$ cat config.mk
export PLATFORM = sky130hd
export DESIGN_NAME = i2s_lsbj_port
export DESIGN_NICKNAME = d
export VERILOG_FILES = /design/src/rtl/i2s_lsbj_pkg.sv /design/src/rtl/i2s_lsbj_insync.sv /design/src/rtl/i2s_lsbj_framer.sv /design/src/rtl/i2s_lsbj_tx.sv /design/src/rtl/i2s_lsbj_rx.sv /design/src/rtl/i2s_lsbj_port.sv
export SDC_FILE = /design/constraint.sdc
export NUM_CORES = 1
export LEC_CHECK = 0
export BUFFER_PORTS_ARGS = -buffer_cell sky130_fd_sc_hd__buf_2
export CAP_MARGIN = 20
export CORE_AREA = 2 2 95 97
export CTS_CLUSTER_SIZE = 16
export DETAILED_ROUTE_END_ITERATION = 10
export DIE_AREA = 0 0 97 99
export PLACE_DENSITY_LB_ADDON = 0.3
export SYNTH_ARGS = -nofsm -noshare
export SYNTH_HDL_FRONTEND = slang
export SYNTH_HIERARCHICAL = 1
export SYNTH_SLANG_ARGS = --single-unit
$ cat constraint.sdc
create_clock -name clk -period 2 [get_ports clk]
set_clock_uncertainty 0.05 [all_clocks]
set_input_delay 0.1 -clock clk [delete_from_list [all_inputs] [get_ports clk]]
set_output_delay 0.1 -clock clk [all_outputs]
set_load 0.005 [all_outputs]
$ cat src/rtl/i2s_lsbj_pkg.sv
package i2s_lsbj_pkg;

  localparam int SLOT_BITS = 32;
  localparam int HALF_BITS = 16;
  localparam int WIDE_BITS = 24;
  localparam int BYTE_BITS = WIDE_BITS - HALF_BITS;
  localparam int IDX_W     = $clog2(SLOT_BITS);

  typedef enum logic {
    PACK_16X32 = 1'b0,
    PACK_24X32 = 1'b1
  } pack_e;

  // index of the first significant bit inside a slot
  function automatic logic [IDX_W-1:0] sig_first(input pack_e p);
    return (p == PACK_24X32) ? IDX_W'(SLOT_BITS - WIDE_BITS)
                             : IDX_W'(SLOT_BITS - HALF_BITS);
  endfunction

  // index of the final bit of a slot
  function automatic logic [IDX_W-1:0] slot_last();
    return IDX_W'(SLOT_BITS - 1);
  endfunction

  // bit of a slot word driven at a given index (MSB first)
  function automatic logic slot_bit(input logic [SLOT_BITS-1:0] w,
                                    input logic [IDX_W-1:0] idx);
    return w[slot_last() - idx];
  endfunction

  // slot word assembled from the held transmit parts
  function automatic logic [SLOT_BITS-1:0] tx_word(input pack_e p,
                                                   input logic [BYTE_BITS-1:0] hi,
                                                   input logic [HALF_BITS-1:0] lo);
    if (p == PACK_24X32)
      return {{(SLOT_BITS-WIDE_BITS){1'b0}}, hi, lo};
    return {{(SLOT_BITS-HALF_BITS){1'b0}}, lo};
  endfunction

  // first half-word of a 24-bit sample: upper byte forced to zero
  function automatic logic [HALF_BITS-1:0] rx_upper(input logic [BYTE_BITS-1:0] hi);
    return HALF_BITS'(hi);
  endfunction

endpackage

$ cat src/rtl/i2s_lsbj_insync.sv
module i2s_lsbj_insync #(
  parameter int STAGES = 2
) (
  input  logic clk,
  input  logic rst_n,
  input  logic ck_raw,
  input  logic ws_raw,
  input  logic sd_raw,
  output logic ck_rise,
  output logic ck_fall,
  output logic ws_s,
  output logic sd_s
);

  localparam int LINES = 3;

  logic [LINES-1:0] chain_q [STAGES];
  logic             ck_last_q;
  logic             ck_s;

  always_ff @(posedge clk or negedge rst_n) begin
    if (!rst_n) begin
      for (int s = 0; s < STAGES; s++) chain_q[s] <= '0;
      ck_last_q <= 1'b0;
    end else begin
      chain_q[0] <= {ck_raw, ws_raw, sd_raw};
      for (int s = 1; s < STAGES; s++) chain_q[s] <= chain_q[s-1];
      ck_last_q <= ck_s;
    end
  end

  assign ck_s    = chain_q[STAGES-1][2];
  assign ws_s    = chain_q[STAGES-1][1];
  assign sd_s    = chain_q[STAGES-1][0];
  assign ck_rise = ck_s & ~ck_last_q;
  assign ck_fall = ~ck_s & ck_last_q;

endmodule

$ cat src/rtl/i2s_lsbj_framer.sv
module i2s_lsbj_framer
  import i2s_lsbj_pkg::*;
(
  input  logic             clk,
  input  logic             rst_n,
  input  logic             en,
  input  logic             ck_fall,
  input  logic             ws_s,
  output logic             drive_ev,
  output logic [IDX_W-1:0] drive_idx,
  output logic             framed,
  output logic [IDX_W-1:0] bit_idx,
  output logic             chan
);

  logic ws_last_q;
  logic ws_edge;

  assign ws_edge   = ws_s ^ ws_last_q;
  assign drive_ev  = en & ck_fall & (framed | ws_edge);
  assign drive_idx = ws_edge ? '0 : bit_idx + 1'b1;

  always_ff @(posedge clk or negedge rst_n) begin
    if (!rst_n) begin
      ws_last_q <= 1'b0;
      framed    <= 1'b0;
      bit_idx   <= '0;
      chan      <= 1'b0;
    end else if (!en) begin
      ws_last_q <= ws_s;
      framed    <= 1'b0;
      bit_idx   <= '0;
    end else if (ck_fall) begin
      ws_last_q <= ws_s;
      if (drive_ev) begin
        framed  <= 1'b1;
        bit_idx <= drive_idx;
        if (ws_edge) chan <= ws_s;
      end
    end
  end

endmodule

$ cat src/rtl/i2s_lsbj_tx.sv
module i2s_lsbj_tx
  import i2s_lsbj_pkg::*;
(
  input  logic                 clk,
  input  logic                 rst_n,
  input  logic                 en,
  input  pack_e                pack,
  input  logic                 wr,
  input  logic [HALF_BITS-1:0] wdata,
  input  logic                 drive_ev,
  input  logic [IDX_W-1:0]     drive_idx,
  output logic                 sd_out,
  output logic                 txe,
  output logic                 underrun
);

  logic                 full_q;
  logic                 half_q;
  logic                 live_q;
  logic [BYTE_BITS-1:0] hi_q;
  logic [HALF_BITS-1:0] lo_q;
  logic [IDX_W-1:0]     first_idx;
  logic                 at_first;
  logic                 in_pad;
  logic                 at_last;
  logic [SLOT_BITS-1:0] word;

  assign first_idx = sig_first(pack);
  assign at_first  = drive_ev && (drive_idx == first_idx);
  assign in_pad    = drive_idx < first_idx;
  assign at_last   = drive_ev && (drive_idx == slot_last());
  assign word      = tx_word(pack, hi_q, lo_q);
  assign txe       = ~full_q;

  always_ff @(posedge clk or negedge rst_n) begin
    if (!rst_n) begin
      full_q   <= 1'b0;
      half_q   <= 1'b0;
      live_q   <= 1'b0;
      hi_q     <= '0;
      lo_q     <= '0;
      sd_out   <= 1'b0;
      underrun <= 1'b0;
    end else if (!en) begin
      full_q   <= 1'b0;
      half_q   <= 1'b0;
      live_q   <= 1'b0;
      hi_q     <= '0;
      lo_q     <= '0;
      sd_out   <= 1'b0;
      underrun <= 1'b0;
    end else begin
      if (drive_ev) begin
        if (at_first) begin
          live_q <= full_q;
          sd_out <= full_q ? slot_bit(word, drive_idx) : 1'b0;
          if (!full_q) begin
            underrun <= 1'b1;
            half_q   <= 1'b0;
          end
        end else if (in_pad) begin
          sd_out <= 1'b0;
        end else begin
          sd_out <= live_q ? slot_bit(word, drive_idx) : 1'b0;
        end
        if (at_last && live_q) begin
          full_q <= 1'b0;
          live_q <= 1'b0;
        end
      end
      if (wr && !full_q) begin
        if (pack == PACK_24X32 && !half_q) begin
          hi_q   <= wdata[BYTE_BITS-1:0];
          half_q <= 1'b1;
        end else begin
          lo_q   <= wdata;
          full_q <= 1'b1;
          half_q <= 1'b0;
        end
      end
    end
  end

endmodule

$ cat src/rtl/i2s_lsbj_rx.sv
module i2s_lsbj_rx
  import i2s_lsbj_pkg::*;
(
  input  logic                 clk,
  input  logic                 rst_n,
  input  logic                 en,
  input  pack_e                pack,
  input  logic                 rd,
  input  logic                 rise_ev,
  input  logic                 framed,
  input  logic [IDX_W-1:0]     bit_idx,
  input  logic                 chan,
  input  logic                 sd_s,
  output logic [HALF_BITS-1:0] rdata,
  output logic                 rxne,
  output logic                 overrun,
  output logic                 chside,
  output logic                 rd_half
);

  logic [WIDE_BITS-2:0] shift_q;
  logic [WIDE_BITS-1:0] sample;
  logic                 take;
  logic                 done;
  logic [BYTE_BITS-1:0] hi_q;
  logic [HALF_BITS-1:0] lo_q;

  assign take   = en && rise_ev && framed;
  assign done   = take && (bit_idx == slot_last());
  assign sample = {shift_q, sd_s};
  assign rdata  = (pack == PACK_24X32 && !rd_half) ? rx_upper(hi_q) : lo_q;

  always_ff @(posedge clk or negedge rst_n) begin
    if (!rst_n) begin
      shift_q <= '0;
      hi_q    <= '0;
      lo_q    <= '0;
      rxne    <= 1'b0;
      overrun <= 1'b0;
      chside  <= 1'b0;
      rd_half <= 1'b0;
    end else if (!en) begin
      shift_q <= '0;
      hi_q    <= '0;
      lo_q    <= '0;
      rxne    <= 1'b0;
      overrun <= 1'b0;
      chside  <= 1'b0;
      rd_half <= 1'b0;
    end else begin
      if (take) shift_q <= sample[WIDE_BITS-2:0];
      if (rd && rxne) begin
        if (pack == PACK_24X32 && !rd_half) begin
          rd_half <= 1'b1;
        end else begin
          rxne    <= 1'b0;
          rd_half <= 1'b0;
        end
      end
      if (done) begin
        if (rxne) begin
          overrun <= 1'b1;
        end else begin
          hi_q    <= sample[WIDE_BITS-1:HALF_BITS];
          lo_q    <= sample[HALF_BITS-1:0];
          chside  <= chan;
          rxne    <= 1'b1;
          rd_half <= 1'b0;
        end
      end
    end
  end

endmodule

$ cat src/rtl/i2s_lsbj_port.sv
module i2s_lsbj_port
  import i2s_lsbj_pkg::*;
#(
  parameter int SYNC_STAGES = 2
) (
  input  logic                 clk,
  input  logic                 rst_n,
  input  logic                 en,
  input  logic                 pack24,
  input  logic                 ck,
  input  logic                 ws,
  input  logic                 sd_in,
  output logic                 sd_out,
  input  logic                 host_wr,
  input  logic [HALF_BITS-1:0] host_wdata,
  input  logic                 host_rd,
  output logic [HALF_BITS-1:0] host_rdata,
  output logic                 txe,
  output logic                 rxne,
  output logic                 chside,
  output logic                 underrun,
  output logic                 overrun
);

  // internal events brought out for the checker
  logic             rise_ev;
  logic             fall_ev;
  logic             ws_s;
  logic             sd_s;
  logic             drive_ev;
  logic [IDX_W-1:0] drive_idx;
  logic             framed;
  logic [IDX_W-1:0] bit_idx;
  logic             chan;
  logic             rd_half;
  pack_e            pack;

  assign pack = pack_e'(pack24);

  i2s_lsbj_insync #(.STAGES(SYNC_STAGES)) u_sync (
    .clk(clk), .rst_n(rst_n),
    .ck_raw(ck), .ws_raw(ws), .sd_raw(sd_in),
    .ck_rise(rise_ev), .ck_fall(fall_ev), .ws_s(ws_s), .sd_s(sd_s)
  );

  i2s_lsbj_framer u_frame (
    .clk(clk), .rst_n(rst_n), .en(en),
    .ck_fall(fall_ev), .ws_s(ws_s),
    .drive_ev(drive_ev), .drive_idx(drive_idx),
    .framed(framed), .bit_idx(bit_idx), .chan(chan)
  );

  i2s_lsbj_tx u_tx (
    .clk(clk), .rst_n(rst_n), .en(en), .pack(pack),
    .wr(host_wr), .wdata(host_wdata),
    .drive_ev(drive_ev), .drive_idx(drive_idx),
    .sd_out(sd_out), .txe(txe), .underrun(underrun)
  );

  i2s_lsbj_rx u_rx (
    .clk(clk), .rst_n(rst_n), .en(en), .pack(pack),
    .rd(host_rd), .rise_ev(rise_ev), .framed(framed),
    .bit_idx(bit_idx), .chan(chan), .sd_s(sd_s),
    .rdata(host_rdata), .rxne(rxne), .overrun(overrun),
    .chside(chside), .rd_half(rd_half)
  );

endmodule

==> results.json, run 1 <==
{
  "outcome": "finished with violations",
  "violations": "setup timing",
  "cp.required_ns": 2.21,
  "grt_pass1_wl_um": 17000,
  "cts_tree": "done",
  "cts.clk_slew.worst_paths_ns": 0.09,
  "syn_to_final_growth_pct": 22.1,
  "final_cell_mix": "114 x nand2_1, 91 x dfrtp_1, 45 x buf_2",
  "worst_hold_path.endpoint": "u_tx/half_q",
  "p_leak_nw": 2.49,
  "ys_async_sr_fraction_pct": 100,
  "timing.rr.end": "u_tx/sd_out",
  "muxShareOfSynthArea_pct": 8.89,
  "rsz0062_at_grt": "yes",
  "die_h_um": 99,
  "slew-limit-headroom_pct": 56.6,
  "busiest_layer": "met2",
  "grt_pass1_vias": 3639,
  "antenna_found_initial": 0,
  "grt_use_met3_pct": 5.32,
  "synth_seq_area_share_pct": 53.5,
  "antenna_cells": 0,
  "use_met2_pct": 37.9,
  "postPlaceCellArea_sq_mm": 0.00490,
  "rows": 34,
  "synth_nets": 455,
  "multi_input_area_sq_mm": 0.00195,
  "vdd_ir_drop_max_mv": 0.326,
  "grt_overflow_total": 0,
  "root_buffer": "clkbuf_8",
  "core_area_sq_mm": 0.00855,
  "synth_compound_area_share_pct": 12.5,
  "finalNonFillerCells": 627,
  "synth_xor_area_share_pct": 0.957,
  "hold_viol": 0,
  "min_path_cells": 4,
  "drive_above_1_share_pct": 24.9,
  "syn-instance-count": 427,
  "cts_buffer_depth": 2,
  "fin_crit_sh_pct": 107,
  "reg2reg_slack_ns": -0.15,
  "max_slew.worst_pin.slew_ns": 0.648,
  "cts_made_buffers": 9,
  "die_x_um": 97,
  "regArea_sq_mm": 0.00238,
  "setup_violations": 4,
  "ys.flop_type": "dfrtp_1",
  "fillCellCount": 710,
  "ys_warn_count": 6,
  "synth-simple-area-share_pct": 18.1,
  "cp_max_fo": 3,
  "drc": 0,
  "grt_usage_pct": 22.0,
  "synth.distinct_cells": 55,
  "dp.cells": 583,
  "finalInstanceArea_sq_mm": 0.00543,
  "synth_adder_area_share_pct": 0.844,
  "dr.pass1.iters": 4,
  "hpwl_um": 6470,
  "drt_iter0_markers": 141,
  "postRouteAntennaNets": 0,
  "hp-start": "host_wr",
  "nNetsFinal": 542,
  "reg2reg_depth": 10,
  "max_freq_ghz": 0.466,
  "synth_top_family_by_area": "simple AND/OR/NAND/NOR gates",
  "finalPower_mw": 3.53,
  "grt_use_met1_pct": 27.0,
  "critPathLaunchType": "flip-flop",
  "gp_congestion": 0.867,
  "final_common_cell": "nand2_1",
  "synth_area_per_cell_sq_um": 10.4,
  "vias": 3437,
  "wirelength_um": 9860,
  "vias_per_cell": 5.48,
  "regToRegStartpoint": "u_frame/bit_idx[1]",
  "insertion_delay_ns": 0.36,
  "grt_max_degree": 47,
  "fin_util_pct": 63.5,
  "hp-class": "in -> reg",
  "io_buffers": 46,
  "dieArea_sq_mm": 0.00960,
  "path_class": "reg -> reg",
  "critPathArrivalTime_ns": 2.35,
  "synth_seq_cells": 95,
  "synth_area_sq_mm": 0.00445,
  "end_kind": "flip-flop",
  "power_density_mw_per_mm2": 650,
  "io_pins": 47,
  "period_needed_ns": 2.15,
  "wl_per_cell_um": 15.7,
  "synth_edf_count": 0,
  "drv_slew": 0,
  "htreeDepth": 3,
  "pre_cts_ws_ns": -0.230,
  "start_util_pct": 52.0,
  "drv_cap": 0,
  "cts.sinks": 95,
  "fin_ws_ns": -0.147
}
power breakdown:
group,switching (mW),total (mW),internal (mW)
clock,0.668,1.16,0.492
sequential,0.0341,2.00,1.96
combinational,0.201,0.372,0.171
Yosys cell counts (2+ instances only):
library cell,number,share of area [%]
ha_1,3,0.84
nor2b_1,7,0.98
nand3_1,5,0.56
a21boi_0,2,0.34
nand2b_1,4,0.56
o21a_1,4,0.68
xor2_1,2,0.39
o21ai_1,27,3.0
buf_4,6,1.0
a22o_1,21,4.1
nand4_1,4,0.56
a21oi_1,6,0.68
and2_1,10,1.4
mux2_2,5,1.3
buf_2,5,0.56
a31oi_1,2,0.28
nand3b_1,2,0.34
mux2i_1,29,6.5
inv_1,7,0.59
clkbuf_1,9,0.76
o32ai_1,2,0.39
buf_6,5,1.3
dfrtp_1,95,53
nand2_1,114,9.6
nor2_1,13,1.1
o21ai_0,8,0.90
buf_12,2,0.90
registers in the layout, summed over array words and instances (netlist names), 4 cells and up:
name / cells
u_frame/bit_idx: 5
u_rx/hi_q: 8
u_rx/lo_q: 16
u_rx/shift_q: 23
u_sync/chain_q: 4
u_tx/hi_q: 8
u_tx/lo_q: 16
critical path: stages, from the launching register on:
cell       delay (ns)
dfrtp_2          0.44
ha_4             0.19
nand3_4          0.09
xor2_2           0.20
nor2_2           0.08
ha_1             0.31
nand4b_1         0.15
o31ai_2          0.28
o21ai_1          0.09
o2111ai_1        0.09
o21ai_1          0.08
per-layer routing:
metal / share of wire [%] / up-vias
met5: 0 / -
li1: - / 1642
met2: 50 / 87
met3: 4.1 / 28
met4: 2.9 / 0
met1: 43 / 1680
through the flow:
stage,TNS [ns],hold WS [ns]
floorplan,-0.00945,-0.246
global placement,-0.0349,0.0513
detailed placement,-0.506,0.0551
CTS,-0.0609,0.0662
global route,-0.825,0.0901
finish,-0.309,0.0532
layout make-up:
type / instances / area share (%)
multi-input combinational: 297 / 35.9
timing repair buffer: 104 / 14.0
clock buffer: 12 / 2.67
inverter: 7 / 0.484
tap: 108 / 2.49
sequential: 95 / 43.9
clock inverter: 4 / 0.553
cells by family after synthesis:
group                      Yosys count
and+or+nand+nor                    172
muxes                               36
AOI/OAI and AO/OA                   82
DFF                                 95
buffers and inverters               35
adders and majority gates            3
xor gates and xnor gates             4
worst max path at each step:
stage / start / end / cells after the start
final: u_frame/bit_idx[1] / u_tx/sd_out / 10
after global routing: u_frame/bit_idx[1] / u_tx/sd_out / 10
after CTS: u_frame/bit_idx[1] / u_tx/sd_out / 9
after detailed placement: u_frame/bit_idx[2] / u_tx/sd_out / 10
after global placement: u_frame/bit_idx[2] / u_tx/sd_out / 10
after floorplan: u_frame/ws_last_q / u_tx/sd_out / 8
repair_timing:
action,4_1_cts,5_1_grt
buffers inserted,4,4
hold buffers,21,0
endpoints found under the setup margin,4,5
pin swaps,2,7
resized for setup,4,12
hold endpoints to repair,61,0
Note: power is estimated with default switching activity, not from simulation.
==> run 2, diff against run 1 <==
--- a/config.mk
+++ b/config.mk
@@ -12,6 +12,7 @@
 export DETAILED_ROUTE_END_ITERATION = 10
 export DIE_AREA = 0 0 97 99
 export PLACE_DENSITY_LB_ADDON = 0.3
+export SETUP_SLACK_MARGIN = 0.2
 export SYNTH_ARGS = -nofsm -noshare
 export SYNTH_HDL_FRONTEND = slang
 export SYNTH_HIERARCHICAL = 1
==> results.json, run 2 (synthesis gave the netlist of run 1 again) <==
{
  "outcome": "finished with violations",
  "violations": "setup timing",
  "cts_tree": "done",
  "fillCellCount": 667,
  "dieArea_sq_mm": 0.00960,
  "wl_per_cell_um": 15.3,
  "fin_util_pct": 64.2,
  "final_cell_mix": "112 x nand2_1, 92 x dfrtp_1, 45 x buf_2",
  "gp_congestion": 0.854,
  "io_pins": 47,
  "pre_cts_ws_ns": -0.126,
  "wirelength_um": 9620,
  "dr.pass1.iters": 4,
  "setup_violations": 3,
  "max_slew.worst_pin.slew_ns": 0.479,
  "hp-start": "en",
  "max_freq_ghz": 0.467,
  "timing.rr.end": "u_tx/sd_out",
  "regMostFlops": "u_rx/shift_q",
  "cp.required_ns": 2.21,
  "syn_to_final_growth_pct": 23.4,
  "hold_viol": 0,
  "path_class": "reg -> reg",
  "antenna_cells": 0,
  "reg_top3": "u_rx/shift_q (23), u_rx/lo_q (16), u_tx/lo_q (16)",
  "die_h_um": 99,
  "p_leak_nw": 2.54,
  "grt_overflow_total": 0,
  "io_buffers": 46,
  "nNetsFinal": 543,
  "final.setup.tns_ns": -0.204,
  "largest_reg_flops": 23,
  "core_area_sq_mm": 0.00855,
  "drt_iter0_markers": 126,
  "period_needed_ns": 2.14,
  "hp-class": "in -> reg",
  "root_buffer": "clkbuf_8",
  "reg2reg_depth": 10,
  "end_kind": "flip-flop",
  "drive_above_1_share_pct": 25.8,
  "drv_slew": 0,
  "insertion_delay_ns": 0.36,
  "postRouteAntennaNets": 0,
  "grt_usage_pct": 20.8,
  "drc": 0,
  "worst_hold_path.endpoint": "u_frame/bit_idx[0]",
  "min_path_cells": 2,
  "slew-limit-headroom_pct": 68.0,
  "die_x_um": 97,
  "grt_max_degree": 50,
  "cts.clk_slew.worst_paths_ns": 0.09,
  "final_common_cell": "nand2_1",
  "cp_max_fo": 3,
  "drv_cap": 0,
  "finalPower_mw": 3.78,
  "critPathLaunchType": "flip-flop",
  "grt_pass1_vias": 3486,
  "hpwl_um": 6120,
  "vdd_ir_drop_max_mv": 0.330,
  "power_density_mw_per_mm2": 689,
  "grt_pass1_wl_um": 16100,
  "start_util_pct": 52.0,
  "fin_crit_sh_pct": 107,
  "htreeDepth": 3,
  "cts_made_buffers": 9,
  "fin_ws_ns": -0.141,
  "regToRegStartpoint": "u_frame/bit_idx[0]",
  "cts.sinks": 95,
  "vias": 3436,
  "vias_per_cell": 5.47,
  "rows": 34,
  "antenna_found_initial": 0,
  "cts_buffer_depth": 2,
  "rsz0062_at_grt": "yes",
  "reg2reg_slack_ns": -0.14,
  "critPathArrivalTime_ns": 2.35
}
## run 2: worst max-delay path by stage
stage | start | cells past startpoint | end
final | u_frame/bit_idx[0] | 10 | u_tx/sd_out
after global routing | u_frame/bit_idx[1] | 10 | u_tx/sd_out
after CTS | u_frame/bit_idx[0] | 10 | u_tx/sd_out
after detailed placement | u_frame/bit_idx[1] | 10 | u_tx/sd_out
after global placement | u_frame/bit_idx[1] | 9 | u_tx/underrun
after floorplan | u_frame/ws_last_q | 8 | u_tx/sd_out
## run 2: what timing repair did
item	CTS	global route
hold buffers	21	0
pin swaps	12	7
resized for setup	12	10
setup buffers	5	6
endpoints found under the setup margin	13	13
hold endpoints to repair	58	0
## run 2: layout make-up
type,instances,area [sq um],area share [%]
Tap cell,108,135,2.46
Clock inverter,5,81.3,1.48
Inverter,7,26.3,0.479
Clock buffer,11,141,2.58
Timing Repair Buffer,105,773,14.1
Multi-Input combinational cell,297,1950,35.5
Sequential cell,95,2380,43.4
## run 2: metal layers
layer / global-route usage (%) / wire length (um) / vias to the layer above
li1: - / - / 1647
met1: 26.7 / 4340 / 1676
met2: 34.6 / 4670 / 88
met3: 5.04 / 402 / 25
met4: 7.58 / 207 / 0
met5: 0 / 0 / -
## run 2: critical path: stages (launching register included)
cell       delay (ns)
dfrtp_2          0.44
ha_4             0.18
nand3_2          0.07
xor2_1           0.15
nor2_1           0.09
ha_1             0.33
nand4b_1         0.15
o31ai_2          0.29
o21ai_1          0.13
o2111ai_1        0.09
o21ai_1          0.08
## run 2: report_power, final
group	total, mW	switching (mW)	internal [mW]
logic	0.380	0.203	0.177
registers	2.00	0.0324	1.96
clock network	1.41	0.668	0.739
total	3.78	0.903	2.88
## run 2: through the flow
stage | hold slack, ns | instance area (sq um) | instances
6_report | 0.0118 | 5490 | 628
5_1_grt | 0.00705 | 5490 | 628
4_1_cts | 0.000113 | 5410 | 622
3_5_place_dp | 0.0251 | 4880 | 580
3_3_place_gp | 0.0205 | 4880 | 580
2_1_floorplan | -0.246 | 4480 | 427
